<file path="src/rtl/exc_entry_pkg.sv">
package exc_entry_pkg;

    localparam int CODE_W   = 12;
    localparam int LVL_W    = 4;

    // status word bit positions
    localparam int SR_MD    = 30;
    localparam int SR_RB    = 29;
    localparam int SR_BL    = 28;
    localparam int SR_FD    = 15;
    localparam int SR_IM_LO = 4;

    // cause codes with special handling
    localparam logic [CODE_W-1:0] C_PWR_RESET  = 12'h000;
    localparam logic [CODE_W-1:0] C_MAN_RESET  = 12'h020;
    localparam logic [CODE_W-1:0] C_TLB_MISS_R = 12'h040;
    localparam logic [CODE_W-1:0] C_TLB_MISS_W = 12'h060;
    localparam logic [CODE_W-1:0] C_TRAP       = 12'h160;
    localparam logic [CODE_W-1:0] C_BL_EXEMPT  = 12'h1E0;

    // handler offsets and reset target
    localparam logic [31:0] OFS_GENERAL = 32'h0000_0100;
    localparam logic [31:0] OFS_TLBMISS = 32'h0000_0400;
    localparam logic [31:0] OFS_IRQ     = 32'h0000_0600;
    localparam logic [31:0] RESET_PC    = 32'hA000_0000;

    typedef enum logic [2:0] {
        K_IDLE,
        K_ESCALATE,
        K_RESET,
        K_TLBMISS,
        K_GENERAL,
        K_TRAP,
        K_IRQ
    } kind_e;

    function automatic kind_e exc_kind(input logic [CODE_W-1:0] code);
        kind_e k;
        unique case (code)
            C_PWR_RESET, C_MAN_RESET:   k = K_RESET;
            C_TLB_MISS_R, C_TLB_MISS_W: k = K_TLBMISS;
            C_TRAP:                     k = K_TRAP;
            default:                    k = K_GENERAL;
        endcase
        return k;
    endfunction

    function automatic logic is_exc(input kind_e k);
        return (k == K_RESET) || (k == K_TLBMISS) ||
               (k == K_GENERAL) || (k == K_TRAP);
    endfunction

endpackage

</file>
<file path="src/rtl/exc_entry_arb.sv">
module exc_entry_arb
    import exc_entry_pkg::*;
#(
    parameter int CW = CODE_W,
    parameter int LW = LVL_W
) (
    input  logic          exc_pending,
    input  logic [CW-1:0] exc_code,
    input  logic          irq_req,
    input  logic [LW-1:0] irq_level,
    input  logic          irq_vec_ok,
    input  logic [LW-1:0] imask,
    input  logic          blocked,
    input  logic          in_dslot,
    output kind_e         kind
);

    logic irq_ok;

    // acceptance conditions for an interrupt
    assign irq_ok = irq_req && irq_vec_ok && !blocked && !in_dslot &&
                    (irq_level > imask);

    always_comb begin
        kind = K_IDLE;
        if (exc_pending) begin
            // exception wins; R2: blocked exceptions escalate
            if (blocked && (exc_code != CW'(C_BL_EXEMPT)))
                kind = K_ESCALATE;
            else
                kind = exc_kind(CODE_W'(exc_code));
        end else if (irq_ok) begin
            kind = K_IRQ;
        end
    end

endmodule

</file>
<file path="src/rtl/exc_entry_vec.sv">
module exc_entry_vec
    import exc_entry_pkg::*;
#(
    parameter int XLEN = 32
) (
    input  kind_e           kind,
    input  logic [XLEN-1:0] sr,
    input  logic [XLEN-1:0] pc,
    input  logic [XLEN-1:0] vbr,
    input  logic            in_dslot,
    output logic [XLEN-1:0] new_sr,
    output logic [XLEN-1:0] new_spc,
    output logic [XLEN-1:0] new_pc
);

    localparam logic [XLEN-1:0] INSN_BYTES = XLEN'(2);

    logic [XLEN-1:0] rewound;

    // status word: force block, privileged and bank bits; reset edits more
    always_comb begin
        new_sr          = sr;
        new_sr[SR_MD]   = 1'b1;
        new_sr[SR_RB]   = 1'b1;
        new_sr[SR_BL]   = 1'b1;
        if (kind == K_RESET) begin
            new_sr[SR_FD]                   = 1'b0;
            new_sr[SR_IM_LO +: LVL_W]       = '1;
        end
    end

    // saved PC: delay-slot rewind, then trap advance
    assign rewound = in_dslot ? (pc - INSN_BYTES) : pc;
    assign new_spc = (kind == K_TRAP) ? (rewound + INSN_BYTES) : rewound;

    always_comb begin
        unique case (kind)
            K_RESET:   new_pc = XLEN'(RESET_PC);
            K_TLBMISS: new_pc = vbr + XLEN'(OFS_TLBMISS);
            K_IRQ:     new_pc = vbr + XLEN'(OFS_IRQ);
            default:   new_pc = vbr + XLEN'(OFS_GENERAL);
        endcase
    end

endmodule

</file>
<file path="src/rtl/exc_entry_seq.sv">
module exc_entry_seq
    import exc_entry_pkg::*;
#(
    parameter int XLEN = 32,
    parameter int CW   = CODE_W,
    parameter int LW   = LVL_W
) (
    input  logic            clk,
    input  logic            rst,
    input  logic            exc_pending,
    input  logic [CW-1:0]   exc_code,
    input  logic            irq_req,
    input  logic [LW-1:0]   irq_level,
    input  logic            irq_vec_ok,
    input  logic [CW-1:0]   irq_vec,
    input  logic            in_dslot,
    input  logic [XLEN-1:0] sr_in,
    input  logic [XLEN-1:0] pc_in,
    input  logic [XLEN-1:0] vbr_in,
    input  logic [XLEN-1:0] r15_in,
    output logic            entry_valid,
    output logic            reset_req,
    output logic            dslot_clr,
    output logic [XLEN-1:0] sr_out,
    output logic [XLEN-1:0] ssr_out,
    output logic [XLEN-1:0] spc_out,
    output logic [XLEN-1:0] sgr_out,
    output logic [XLEN-1:0] pc_out,
    output logic            expevt_wr,
    output logic [CW-1:0]   expevt_out,
    output logic            intevt_wr,
    output logic [CW-1:0]   intevt_out
);

    kind_e           kind;
    logic [XLEN-1:0] nxt_sr, nxt_spc, nxt_pc;
    logic            take_exc, take_irq;

    exc_entry_arb #(.CW(CW), .LW(LW)) u_arb (
        .exc_pending (exc_pending),
        .exc_code    (exc_code),
        .irq_req     (irq_req),
        .irq_level   (irq_level),
        .irq_vec_ok  (irq_vec_ok),
        .imask       (sr_in[SR_IM_LO +: LW]),
        .blocked     (sr_in[SR_BL]),
        .in_dslot    (in_dslot),
        .kind        (kind)
    );

    exc_entry_vec #(.XLEN(XLEN)) u_vec (
        .kind     (kind),
        .sr       (sr_in),
        .pc       (pc_in),
        .vbr      (vbr_in),
        .in_dslot (in_dslot),
        .new_sr   (nxt_sr),
        .new_spc  (nxt_spc),
        .new_pc   (nxt_pc)
    );

    assign take_exc = is_exc(kind);
    assign take_irq = (kind == K_IRQ);

    // strobes: one per sampled request
    always_ff @(posedge clk) begin
        if (rst) begin
            entry_valid <= 1'b0;
            reset_req   <= 1'b0;
            dslot_clr   <= 1'b0;
            expevt_wr   <= 1'b0;
            intevt_wr   <= 1'b0;
        end else begin
            entry_valid <= take_exc || take_irq;
            reset_req   <= (kind == K_ESCALATE);
            dslot_clr   <= take_exc && in_dslot;
            expevt_wr   <= take_exc;
            intevt_wr   <= take_irq;
        end
    end

    // committed entry state, held between entries
    always_ff @(posedge clk) begin
        if (rst) begin
            sr_out     <= '0;
            ssr_out    <= '0;
            spc_out    <= '0;
            sgr_out    <= '0;
            pc_out     <= '0;
            expevt_out <= '0;
            intevt_out <= '0;
        end else if (take_exc || take_irq) begin
            sr_out  <= nxt_sr;
            ssr_out <= sr_in;
            spc_out <= nxt_spc;
            sgr_out <= r15_in;
            pc_out  <= nxt_pc;
            if (take_exc) expevt_out <= exc_code;
            if (take_irq) intevt_out <= irq_vec;
        end
    end

endmodule

</file>
<file path="config.mk">
export PLATFORM = sky130hd
export DESIGN_NAME = exc_entry_seq
export DESIGN_NICKNAME = d
export VERILOG_FILES = /design/src/rtl/exc_entry_pkg.sv /design/src/rtl/exc_entry_arb.sv /design/src/rtl/exc_entry_vec.sv /design/src/rtl/exc_entry_seq.sv
export SDC_FILE = /design/constraint.sdc
export NUM_CORES = 1
export LEC_CHECK = 0
export BUFFER_PORTS_ARGS = -buffer_cell sky130_fd_sc_hd__buf_4
export CAP_MARGIN = 40
export CORE_ASPECT_RATIO = 1.4
export CORE_MARGIN = 3
export CORE_UTILIZATION = 50
export CTS_CLUSTER_DIAMETER = 100
export CTS_CLUSTER_SIZE = 24
export DETAILED_ROUTE_END_ITERATION = 6
export MAX_ROUTING_LAYER = met4
export PLACE_DENSITY = 0.82
export SLEW_MARGIN = 40
export SYNTH_ARGS = -nofsm -noshare
export SYNTH_HDL_FRONTEND = slang
export SYNTH_SLANG_ARGS = --single-unit
</file>
<file path="constraint.sdc">
create_clock -name clk -period 3.8 [get_ports clk]
set_clock_uncertainty 0.05 [all_clocks]
set_input_delay 0.19 -clock clk [delete_from_list [all_inputs] [get_ports clk]]
set_output_delay 0.19 -clock clk [all_outputs]
set_load 0.1 [all_outputs]
</file>
==> results_dict.tcl <==
set metrics [dict create \
    crit_start "exc_code[3]" \
    coreArea_um2 17500 \
    synth_edf_count 0 \
    synth_area_um2 9070 \
    swShare 0.394 \
    tightest_slew_ns 0.811 \
    yosysSeqAreaShare 0.360 \
    drt-total-wl_mm 37.9 \
    io_buffers 350 \
    min_path_type "input port to flip-flop" \
    final_common_cell "buf_4" \
    dieArea_um2 19800 \
    post-place-ws_ns 0.427 \
    power.density_nw_per_um2 410 \
    clkTransAtPathRegs_ns 0.07 \
    postSynth.asyncResetShare 0 \
    worstSetupEndpointType "flip-flop" \
    nets 1746 \
    synthCells 1208 \
    power_frac_comb 0.320 \
    ys.warnings.count 0 \
    vias 10800 \
    cts_tree "yes" \
    antenna_found_initial 0 \
    drive_above_1_share 0.277 \
    rows 57 \
    drc 0 \
    cp_max_fo 6 \
    fin_crit_sh 0.919 \
    cp_slowest_cell "or4_4" \
    layout_setup_ws_ns 0.307 \
    cts.sinks 163 \
    mostFrequentLayoutCells "369 x buf_4, 274 x nand2_1, 163 x dfxtp_1" \
    setup_violations 0 \
    synth.top_cells.by_area "dfxtp_1 36%, nand2_1 11%, a21oi_1 7.5%" \
    required_ns 4.07 \
    grt_pass1_vias 10900 \
    placed_area_um2 11700 \
    initial_utilization 0.517 \
    grt_usage 0.376 \
    min-delay-start "vbr_in[16]" \
    fin_util 0.751 \
    cts_buffers 17 \
    grt_first_pass_wirelength_mm 57.4 \
    intPower_mw 3.27 \
    antenna_left 0 \
    rsz0062_at_grt "false" \
    synth.avg_cell_area_um2 7.51 \
    drv_slew 0 \
    final_area_um2 13200 \
    dp_cells 1701 \
    status "finished, final reports clean" \
    ys_seq_elements 163 \
    tns_ns 0 \
    arrival_ns 3.77 \
    critPathMaxStageDelay_ns 0.57 \
    p_sw_mw 2.13 \
    r2r_start "pc_out[8]" \
    peakVddDrop_mv 0.325 \
    power_frac_clock 0.333 \
    clockRootBuffer "clkbuf_16" \
    critPathTopFamily "simple AND/OR/NAND/NOR gates" \
    wl_per_cell_um 20.8 \
    critPathBufInv 3 \
    via_per_inst 5.90 \
    path_cells "dlygate4sd3_1, buf_4, nor4_1, buf_4, and4_1, o211ai_1, or2_2, or4_4, nor4b_1, nor3_1, o21a_1" \
    dp_hpwl_mm 24.7 \
    grt_overflow 0 \
    drt_iter0_markers 902 \
    yosys.area.top_type_share 0.360 \
    p_seq_frac 0.347 \
    syn_to_final_growth_pct 45.3 \
    fmax_ghz 0.286 \
    grt_max_degree 80 \
    clock_latency_ns 0.43 \
    cp_common_cell "buf_4" \
    io_pins 351 \
    fp.dieH_um 165 \
    synth_cell_type_count 85 \
    syn_nets 1381 \
    power.leakage_nw 5.50 \
    maxCapViolations 0 \
    path_class "input port to flip-flop" \
    clockBufferDepth 2 \
    fp.dieW_um 120 \
    hold_viol 0 \
    maxSlewHeadroom 0.460 \
    fin_crit_ns 3.49 \
    start_kind "input port" \
    yosysTopAreaCell "dfxtp_1" \
    fin_cells 1822 \
    cts.htree.levels 4 \
    gp_congestion 0.971 \
    synth-main-ff-cell "dfxtp_1" \
    first_pass_iters 6 \
]
==> worst reg2reg max path: stages, from the launching register on <==
cell and delay (ns):
dfxtp_1 0.40, nor2_1 0.07, a2111oi_0 0.36, a21oi_1 0.07
nor2_1 0.09
==> cell type report <==
type	instances	area, µm²
Antenna cell	1	2.50
Fill cell	1270	4370
Clock inverter	13	166
Tap cell	236	295
Timing Repair Buffer	461	3710
Sequential cell	163	3260
Multi-Input combinational cell	916	5240
Clock buffer	18	439
Inverter	14	53.8
==> stage by stage <==
stage          hold slack, ns  total power, mW
4_1_cts                0.0208             5.35
5_1_grt                0.0370             5.55
3_5_place_dp            0.394             3.52
6_report               0.0307             5.40
3_3_place_gp            0.388             3.50
2_1_floorplan           0.259             3.08
==> routing by layer <==
metal / routed length [µm] / vias up / GRT usage / part of all wire
li1: - / 4936 / - / -
met1: 13200 / 5049 / 0.377 / 0.35
met2: 19200 / 598 / 0.655 / 0.51
met3: 3200 / 172 / 0.106 / 0.084
met4: 2220 / 0 / 0.220 / 0.059
met5: 0 / - / - / 0
==> logic make-up (layout without fill, tap and decap cells) <==
logic type               Yosys count  count (layout)  share of synthesized area
buffers and inverters            129             506                     0.0664
multiplexers                       6               6                    0.00676
AND/OR/NAND/NOR                  536             536                      0.277
XOR/XNOR                          72              72                     0.0695
flip-flops                       163             163                      0.360
other                              0               1                          0
adder cells (fa/ha/maj)           11              11                     0.0152
AO/OA/AOI/OAI                    291             291                      0.205
==> cell usage after synthesis (6+ instances only) <==
cell type / count
a21oi_1: 136
a221oi_1: 7
buf_4: 26
o21ai_0: 34
nor4_1: 9
nand3_1: 32
and2_1: 12
xnor2_1: 44
nand4_1: 18
o221ai_1: 10
ha_1: 11
o31ai_1: 6
nor3_1: 43
dfxtp_1: 163
xor2_1: 28
clkbuf_1: 78
inv_1: 13
o22ai_1: 11
nand2_1: 274
a211oi_1: 12
and3_1: 8
nor2_1: 74
o21a_1: 7
or3_1: 16
a31oi_1: 9
==> power by group through the flow <==
stage | registers, mW | logic, mW | clock network (mW)
3_5_place_dp | 1.90 | 1.61 | 0
6_report | 1.88 | 1.73 | 1.80
4_1_cts | 1.87 | 1.70 | 1.79
3_3_place_gp | 1.90 | 1.60 | 0
5_1_grt | 1.88 | 1.79 | 1.88
2_1_floorplan | 2.59 | 0.487 | 0
==> flip-flops by register name (all words and copies together), names as in the netlist <==
name	count
sr_out	30
spc_out	32
entry_valid	1
dslot_clr	1
intevt_out	12
sgr_out	32
expevt_out	12
reset_req	1
pc_out	32
intevt_wr	1
ssr_out	8
expevt_wr	1
==> timing repair <==
item	CTS	global route
buffers inserted	0	0
hold buffers	89	0
setup endpoints to repair	0	1
gates resized for setup	0	1
hold endpoints to repair	89	0
==> final timing paths <==
path	endpoint	slack, ns	depth (start not counted)
setup / recovery	spc_out[26]	0.31	11
hold / removal	pc_out[16]	0.03	3
setup reg to reg	pc_out[8]	2.70	4
hold reg to reg	spc_out[4]	0.40	2
(Power assumes the default switching activity.)
